===== src/rtl/octal_mode_switch.sv =====
module octal_mode_switch #(
  parameter int ADDR_BYTES = 4,
  parameter int ID_BYTES   = 3
) (
  input  logic                    clk,
  input  logic                    rst_n,
  input  logic                    start_i,
  input  logic                    target_octal_i,
  input  logic [8*ID_BYTES-1:0]   exp_id_i,
  output logic                    cmd_valid_o,
  input  logic                    cmd_ready_i,
  output logic                    cmd_octal_o,
  output logic [7:0]              cmd_opcode_o,
  output logic [7:0]              cmd_ext_o,
  output logic [31:0]             cmd_addr_o,
  output logic [2:0]              cmd_addr_bytes_o,
  output logic [4:0]              cmd_dummy_o,
  output logic                    cmd_read_o,
  output logic [2:0]              cmd_len_o,
  output logic [15:0]             cmd_wdata_o,
  input  logic                    rsp_done_i,
  input  logic                    rsp_err_i,
  input  logic [8*ID_BYTES-1:0]   rsp_rdata_i,
  output logic                    busy_o,
  output logic                    done_o,
  output logic                    ok_o,
  output logic [1:0]              err_code_o,
  output logic                    octal_mode_o,
  output logic [7:0]              fr_opcode_o,
  output logic [4:0]              fr_dummy_o
);

  localparam logic [2:0] ABYTES   = 3'(ADDR_BYTES);
  localparam logic [2:0] IDLEN    = 3'(ID_BYTES);
  localparam logic [7:0] OP_WREN  = 8'h06;
  localparam logic [7:0] OP_WRREG = 8'h81;
  localparam logic [7:0] OP_RDID  = 8'h9F;

  typedef enum logic [1:0] {S_IDLE, S_ISSUE, S_WAIT} st_t;

  st_t        st_q;
  logic [2:0] step_q;
  logic       to_oct_q, mode_q, done_q, ok_q;
  logic [1:0] code_q;
  logic       last_step, id_match;

  assign last_step = (step_q == (to_oct_q ? 3'd4 : 3'd2));
  assign id_match  = (rsp_rdata_i == exp_id_i);

  assign busy_o       = (st_q != S_IDLE);
  assign cmd_valid_o  = (st_q == S_ISSUE);
  assign done_o       = done_q;
  assign ok_o         = ok_q;
  assign err_code_o   = code_q;
  assign octal_mode_o = mode_q;
  assign fr_opcode_o  = mode_q ? 8'hFD : 8'h0B;
  assign fr_dummy_o   = mode_q ? 5'd20 : 5'd8;

  assign cmd_octal_o = last_step ? to_oct_q : mode_q;
  assign cmd_ext_o   = cmd_octal_o ? cmd_opcode_o : 8'h00;

  always_comb begin
    cmd_opcode_o     = 8'h00;
    cmd_addr_o       = 32'h0;
    cmd_addr_bytes_o = 3'd0;
    cmd_dummy_o      = 5'd0;
    cmd_read_o       = 1'b0;
    cmd_len_o        = 3'd0;
    cmd_wdata_o      = 16'h0;
    case ({to_oct_q, step_q})
      {1'b1, 3'd0}, {1'b1, 3'd2}, {1'b0, 3'd0}: cmd_opcode_o = OP_WREN;
      {1'b1, 3'd1}: begin
        cmd_opcode_o     = OP_WRREG;
        cmd_addr_o       = 32'h1;
        cmd_addr_bytes_o = ABYTES;
        cmd_len_o        = 3'd1;
        cmd_wdata_o      = 16'd20;
      end
      {1'b1, 3'd3}: begin
        cmd_opcode_o     = OP_WRREG;
        cmd_addr_bytes_o = ABYTES;
        cmd_len_o        = 3'd1;
        cmd_wdata_o      = 16'h00E7;
      end
      {1'b0, 3'd1}: begin
        cmd_opcode_o     = OP_WRREG;
        cmd_addr_bytes_o = ABYTES;
        cmd_len_o        = 3'd2;
        cmd_wdata_o      = 16'h1FFF;
      end
      {1'b1, 3'd4}, {1'b0, 3'd2}: begin
        cmd_opcode_o = OP_RDID;
        cmd_read_o   = 1'b1;
        cmd_len_o    = IDLEN;
        cmd_dummy_o  = to_oct_q ? 5'd8 : 5'd0;
      end
      default: ;
    endcase
  end

  always_ff @(posedge clk or negedge rst_n) begin
    if (!rst_n) begin
      st_q     <= S_IDLE;
      step_q   <= 3'd0;
      to_oct_q <= 1'b0;
      mode_q   <= 1'b0;
      done_q   <= 1'b0;
      ok_q     <= 1'b0;
      code_q   <= 2'd0;
    end else begin
      done_q <= 1'b0;
      case (st_q)
        S_IDLE: if (start_i) begin
          if (target_octal_i == mode_q) begin
            done_q <= 1'b1;
            ok_q   <= 1'b1;
            code_q <= 2'd0;
          end else begin
            st_q     <= S_ISSUE;
            step_q   <= 3'd0;
            to_oct_q <= target_octal_i;
          end
        end
        S_ISSUE: if (cmd_ready_i) st_q <= S_WAIT;
        S_WAIT: if (rsp_done_i) begin
          if (rsp_err_i) begin
            st_q   <= S_IDLE;
            done_q <= 1'b1;
            ok_q   <= 1'b0;
            code_q <= 2'd1;
          end else if (last_step) begin
            st_q   <= S_IDLE;
            done_q <= 1'b1;
            ok_q   <= id_match;
            code_q <= id_match ? 2'd0 : 2'd2;
            if (id_match) mode_q <= to_oct_q;
          end else begin
            step_q <= step_q + 3'd1;
            st_q   <= S_ISSUE;
          end
        end
        default: st_q <= S_IDLE;
      endcase
    end
  end

  a_r1_quiet_idle: assert property (@(posedge clk) disable iff (!rst_n)
    !busy_o |-> !cmd_valid_o);

  a_r11_desc_hold: assert property (@(posedge clk) disable iff (!rst_n)
    cmd_valid_o && !cmd_ready_i |=> cmd_valid_o && $stable(cmd_opcode_o) &&
      $stable(cmd_octal_o) && $stable(cmd_addr_o) && $stable(cmd_len_o) &&
      $stable(cmd_wdata_o) && $stable(cmd_dummy_o));

  a_r11_done_pulse: assert property (@(posedge clk) disable iff (!rst_n)
    done_o |=> !done_o);

  a_r8_mode_on_pass: assert property (@(posedge clk) disable iff (!rst_n)
    !$stable(octal_mode_o) |-> done_o && ok_o);

  a_r7_err_stop: assert property (@(posedge clk) disable iff (!rst_n)
    busy_o && !cmd_valid_o && rsp_done_i && rsp_err_i |=>
      done_o && !ok_o && (err_code_o == 2'd1) && !cmd_valid_o);

  a_r9_same_mode: assert property (@(posedge clk) disable iff (!rst_n)
    start_i && !busy_o && (target_octal_i == octal_mode_o) |=>
      done_o && ok_o && !busy_o);

  a_r6_fail_code: assert property (@(posedge clk) disable iff (!rst_n)
    done_o && !ok_o |-> err_code_o != 2'd0);

endmodule


===== config.mk =====
export PLATFORM = sky130hd
export DESIGN_NAME = octal_mode_switch
export DESIGN_NICKNAME = d
export VERILOG_FILES = /design/src/rtl/octal_mode_switch.sv
export SDC_FILE = /design/constraint.sdc
export NUM_CORES = 1
export LEC_CHECK = 0
export ABC_CLOCK_PERIOD_IN_PS = 2800
export BUFFER_PORTS_ARGS = -buffer_cell sky130_fd_sc_hd__buf_2
export CAP_MARGIN = 20
export CORE_UTILIZATION = 35
export CTS_CLUSTER_SIZE = 20
export DETAILED_ROUTE_END_ITERATION = 12
export PLACE_DENSITY = 0.83
export SYNTH_ARGS = -nofsm -noshare
export SYNTH_HDL_FRONTEND = slang
export SYNTH_SLANG_ARGS = --single-unit

===== constraint.sdc =====
create_clock -name clk -period 2.8 [get_ports clk]
set_input_delay 0.14 -clock clk [delete_from_list [all_inputs] [get_ports clk]]
set_output_delay 0.14 -clock clk [all_outputs]
set_load 0.01 [all_outputs]

-- Word-level counts from Yosys, hierarchy flattened
Cells that the tools add are included.
- $add $sub $neg: 1
- equality and inequality tests: 20
- muxes and demuxes: 45
- bitwise logic cells: 2
- reduce and logical (&&, ||, !) cells: 13
- operators by type and width (kind ; count):
    13-bit case mux with 3 select lines ; 1
    24-bit == test ; 1
    8-bit case mux with 3 select lines ; 1
    3-bit two-way mux ; 7
    4-bit == test (second input constant) ; 5
    2-bit two-way mux ; 10
    8-bit two-way mux ; 2
    1-bit two-way mux ; 15
    2-bit != test (second input constant) ; 6
    2-bit case mux with 3 select lines ; 2
    5-bit AND reduction ; 2
    4-bit two-way mux ; 2
    3-bit case mux with 2 select lines ; 1
    6-bit AND reduction ; 1
    3-bit OR reduction ; 2
    5-bit two-way mux ; 1
    4-bit by 1-bit == test with 1-bit output (second input constant) ; 1
    4-bit by 2-bit == test with 1-bit output (second input constant) ; 1
    4-bit zero test ; 1
    1-bit case mux with 2 select lines ; 2
    2-bit case mux with 2 select lines ; 1
    4-bit AND reduction ; 1
    2-bit nonzero test ; 2
    2-bit OR reduction ; 2
    other kinds (10) ; 11
- bits in registers: 11
- input bits: 55
- word-level logic and storage cells: 88

-- Logic depth before layout (Yosys ltp)
Gate-level depths: netlist (run 1).
- depth after elaboration: 6
- depth in mapped cells: 6

-- Worst setup path before layout (run 1)
OpenSTA, ideal clock, no wires.
- kind: reg2out
- from: register to_oct_q
- to: output cmd_ext_o[7]
- arrival: 1.811 ns
- slack: 0.849 ns
- cell stages (with the launch flop): 7
- path buffers: 1
- cells stage by stage: dfrtp_1 inv_1 ha_1 or3_4 mux2i_1 a31oi_1 buf_4
- cells in the longest elaborated chain, start to end: 4
- elaborated cells on any way between the ends: 16
- classes of those cells: eq/ne: 8; mux: 4; reduce/logical: 4
- RTL lines (what ; line ; RTL):
    start: declaration ; 43 ; logic to_oct_q, mode_q, done_q, ok_q;
    start signal: assignment ; 121 ; to_oct_q <= target_octal_i;
    4-bit by 1-bit == test with 1-bit output (tied with other cells) ; 70 ; case ({to_oct_q, step_q})
    3-bit OR reduction (no source line) (tied with other cells) ; -- ;
    8-bit case mux with 3 select lines / 1-bit two-way mux (equally long branches) ; 70, 59 ;
    8-bit two-way mux (*) ; 60 ; assign cmd_ext_o = cmd_octal_o ? cmd_opcode_o : 8'h00;
    end: declaration ; 14 ; output logic [7:0] cmd_ext_o,
Mark *: on every way between the ends. The rest lies on a longest branch, timed or not.

-- Worst setup path in the final report (run 1)
Same ends and word-level chain as after synthesis.

==> results of run 1 <==
state kept, by name (all words and copies together), names as in the netlist:
signal,flops
step_q,3
octal_mode_o,1
done_o,1
to_oct_q,1
ok_o,1
err_code_o,2
st_q,2
through the flow:
step                      std cells  utilization [%]  area, um2  hold WS (ns)
after global placement          320            42.66       1768       0.02446
after global routing            325            43.99       1823        0.1233
final                           325            43.99       1823        0.1129
after floorplan                 241                -       1743       -0.1556
after CTS                       325            43.99       1823        0.1099
after detailed placement        320            42.66       1768       0.02925
worst max-delay path: cells and delay by family, from the launching register on:
family / cells / cell delay (ns)
DFF: 1 / 0.45
and+or+nand+nor: 1 / 0.41
muxes: 1 / 0.31
buffers and inverters: 2 / 0.29
adders and majority gates: 1 / 0.29
AOI/OAI and AO/OA: 1 / 0.08
worst min path at each step:
stage,cells past startpoint,slack (ns),end,startpoint
final,2,0.11,st_q[0],cmd_ready_i
after global routing,2,0.12,st_q[0],cmd_ready_i
after CTS,2,0.11,st_q[0],cmd_ready_i
after detailed placement,1,0.03,st_q[1],rst_n
after global placement,1,0.02,st_q[1],rst_n
after floorplan,0,-0.16,done_o,rst_n
layer usage:
layer  global-route usage (%)  share of wire, %  wire [um]
met5                        0                 0          0
met4                    3.827              0.54         17
met3                    4.605                12        384
met2                    25.00                56       1745
met1                    10.48                32        993
timing repair:
item | CTS | global route
endpoints found under the hold margin | 11 | 0
setup endpoints to repair | 0 | 0
hold buffers | 1 | 0
cell families (layout without fill, tap and decap cells):
family | after synthesis | count (layout) | synth area share, %
simple gates | 39 | 39 | 13.50
buf+inv | 86 | 120 | 38.10
fa+ha+maj | 7 | 7 | 5.591
xor+xnor | 26 | 26 | 14.54
other cells | 2 | 49 | 0.4794
compound gates | 20 | 20 | 8.227
mux | 3 | 3 | 1.997
flops | 11 | 11 | 17.57
cells in the mapped netlist, drive strengths merged:
cell type / number
a21oi: 3
a22oi: 2
a2bb2o: 1
a31oi: 1
and2: 3
buf: 73
conb: 2
dfrtp: 11
ha: 7
inv: 13
mux2: 1
mux2i: 2
nand2: 11
nand2b: 5
nand3: 1
nand3b: 1
nand4: 1
nor2: 9
nor3: 1
nor4: 6
o21a: 1
o21ai: 8
o21bai: 1
o2bb2ai: 1
o31ai: 2
or3: 1
xnor2: 1
xor2: 25
report_power, final:
group          total [uW]  leakage [uW]  switching [uW]  internal, uW
Clock                 161     0.0000228            60.8           100
Sequential            224      0.000140            28.8           195
Combinational         545      0.000955             316           229
final cells by class:
cell class	instances	area, um2	share of cell area (%)
multi-input combinational	144	870.8	47.77
clock buffer	4	45.04	2.471
tap	50	62.56	3.432
sequential	11	275.3	15.10
timing repair buffer	103	520.5	28.55
inverter	13	48.80	2.677
==> out/results.tsv, run 1 <==
metric	value	unit
overflow	0	
hold_viol	0	
cp_slowest_cell	dfrtp_1	
place_ws	0.8470	ns
netlist_area	1567	um2
criticalPathCategory	reg -> out	
diodes	0	
drc	0	
synth_seq_cells	11	
min_period	2.214	ns
synthTopCellsByArea	buf_4, dfrtp_1, xor2_1	
cts_tree	done	
r2r_end	step_q[2]	
yosysTopAreaCell	buf_4	
drt_iter0_drc	23	
grt_setup_unrepaired	false	
num-fill-cells	412	
synth_top_area_share	34.98	%
required	2.66	ns
slowest_delay	0.45	ns
final_common_cell	buf_2	
synth_warnings	0	
areaGrowthSynthToFinish	16.37	%
timing.final.ws_setup	0.5864	ns
fin_setup_tns	0	ns
startpoint	to_oct_q	
path_max_fanout	7	
synth_cells	194	
power	929.9	uW
syn_avg_cell_area	8.075	um2
outcome	completed	
p_per_area	510.1	nW/um2
slew_violations	0	
core	4144	um2
initial_utilization	37.80	%
post_cts_buffers	0	
cts-root-buf	clkbuf_8	
period_share	79.06	%
skew	0.005381	ns
numPortBuffers	102	
worstPathArrival	2.07	ns
io-pin-count	152	
crit_path_start_kind	register	
maxClockFrequency	451.8	MHz
num_rows	23	
synth_cell_types	31	
layout_common_cells	buf_2, conb_1, xor2_1	
vias_per_cell	4.129	
hold_path_class	in -> reg	
grt_pass1_vias	1006	
clk_pin_slew	0.05	ns
post_drt_wl_per_cell	9.662	um
die_x	68.90	um
gp_congestion	0.7576	
cts.path.max_buffers	2	
hpwlAfterDp	2776	um
drt_pass1_iterations	4	
seq_area_frac_synth	17.57	%
cts.sinks	11	
ir_drop	159.9	uV
htree_levels	1	
wl	3140	um
die_area	4747	um2
cts_resized	0	
layout-drive-gt1-share	40.36	%
crit_chain	inv_1, ha_1, or3_4, mux2i_1, a31oi_1, buf_2	
p_leak	0.001118	uW
rrSetupSlack	0.85	ns
drv_cap	0	
cts_buffers	3	
r2r-start	to_oct_q	
die_h	68.90	um
fin_nets	338	
reg2reg_depth	6	
via_count	1342	
antenna_left	0	
antenna_found_initial	0	
setup_violations	0	
grtUsageTotal	12.18	%
grt_pass1_wl	4119	um
worstSetupEndpoint	cmd_ext_o[7]	
cp-end-kind	primary output	
clock_latency	0.24	ns
grt_max_degree	13	
No activity file was read; power rests on OpenSTA's default activity.
==> run 2, diff against run 1 <==
- ABC_CLOCK_PERIOD_IN_PS: 2800 -> 2000
- CORE_UTILIZATION: 35 -> 33
- PLACE_DENSITY: 0.83 -> 0.82
- clock period: 2.8 -> 2 ns (I/O delays scaled with it)
==> out/results.tsv, run 2 (synthesis results as in run 1) <==
metric	value	unit
outcome	complete, but fails checks	
violations	design-rule violations	
dp.cells	323	
drt_iter0_drc	46	
diodes	0	
criticalPathCategory	reg -> out	
relSlewSlack	66.16	%
fin_nets	342	
fin_util	42.31	%
crit_chain	inv_2, ha_4, or3_4, mux2i_4, a31oi_1, buf_2	
layout-drive-gt1-share	42.65	%
largest_register_ffs	3	
hold_viol	0	
io-pin-count	152	
core	4444	um2
cp_slowest_cell	dfrtp_1	
drc	2	
drv_cap	0	
worst_slew_pin_slew	0.5076	ns
hpwlAfterDp	2760	um
critPathTopFamily	flip-flops	
hold_path_class	in -> reg	
required	1.90	ns
final_common_cell	buf_2	
p_leak	0.001137	uW
grt_pass1_vias	1082	
gp_congestion	0.7864	
cts.sinks	11	
timing.final.ws_setup	0.05220	ns
wl	3076	um
die_h	70.90	um
num_rows	24	
min-delay-start	cmd_ready_i	
cp-end-kind	primary output	
top_register	step_q	
drt_pass1_iterations	12	
worstPathArrival	1.85	ns
numPortBuffers	102	
path_max_fanout	4	
overflow	0	
r2r-start	step_q[2]	
skew	0.002376	ns
die_x	70.90	um
crit_path_start_kind	register	
initial_utilization	35.25	%
period_share	97.39	%
clk_pin_slew	0.05	ns
post_drt_wl_per_cell	9.293	um
min_period	1.948	ns
place_ws	0.1771	ns
vias_per_cell	4.063	
slowest_delay	0.39	ns
die_area	5027	um2
cts-root-buf	clkbuf_8	
setup_violations	0	
grt_max_degree	13	
cts_tree	done	
grtUsageTotal	11.73	%
p_per_area	691.8	nW/um2
cts.path.max_buffers	2	
clock_latency	0.23	ns
grt_pass1_wl	4588	um
stdcell_count	331	
grt_setup_unrepaired	true	
antenna_left	0	
maxClockFrequency	513.4	MHz
areaGrowthSynthToFinish	20.05	%
num-fill-cells	450	
ir_drop	233.0	uV
via_count	1345	
slew_violations	0	
startpoint	step_q[2]	
power	1301	uW
htree_levels	1	
cp_num_buf_inv	2	
cts_buffers	3	
layout_common_cells	buf_2, conb_1, xor2_1	
fin_setup_tns	0	ns
antenna_found_initial	0	
-- run 2: changes by cell type in the layout (fill, tap and decap cells not counted) --
cell / before / now
buf_4: 0 / 4
ha_4: 0 / 1
mux2i_4: 0 / 1
inv_2: 0 / 2
ha_1: 7 / 6
inv_1: 13 / 11
mux2i_1: 2 / 1
-- run 2: power by group --
group / internal, uW / switching (uW) / total, uW / leakage, uW
combinational: 330 / 442 / 773 / 0.000974
sequential: 273 / 38.4 / 312 / 0.000140
clock: 139 / 77.1 / 217 / 0.0000228
total: 743 / 558 / 1300 / 0.00114
-- run 2: per-stage QoR --
stage | hold slack, ns | cell area, um2
2_1_floorplan | -0.1956 | 1743
3_3_place_gp | -0.02096 | 1778
3_5_place_dp | -0.01349 | 1778
4_1_cts | 0.07531 | 1844
5_1_grt | 0.06584 | 1881
6_report | 0.08181 | 1881
-- run 2: path summary, 6_finish.rpt --
check                           endpoint  slack (ns)  depth (start not counted)
max                         cmd_ext_o[0]        0.05                          6
min                              st_q[0]        0.08                          2
max reg2reg                    step_q[2]        0.14                          7
min reg2reg                err_code_o[0]        0.49                          1
max in group asynchronous  err_code_o[1]        1.53                          2
min in group asynchronous        st_q[1]        0.27                          2
-- run 2: routing by layer --
layer / vias to the layer above / global-route usage (%) / part of all wire (%)
met5: - / 0 / 0
met4: 0 / 4.000 / 0.39
met3: 2 / 3.704 / 11
li1: 670 / - / -
met2: 99 / 23.50 / 52
met1: 574 / 11.07 / 36
-- run 2: cell type report --
cell class	instances	area, um2	share of cell area (%)
clock buffers	4	45.04	2.395
well taps	52	65.06	3.460
inverters	13	48.80	2.595
repair buffers	107	550.5	29.27
multi-input cells	144	895.9	47.64
flip-flops and latches	11	275.3	14.64
-- run 2: what timing repair did --
item,CTS,global route
buffers inserted,1,2
hold buffers,1,0
pin swaps,1,1
hold endpoints to repair,11,0
endpoints found under the setup margin,7,6
gates cloned,0,0
resized for setup,1,4
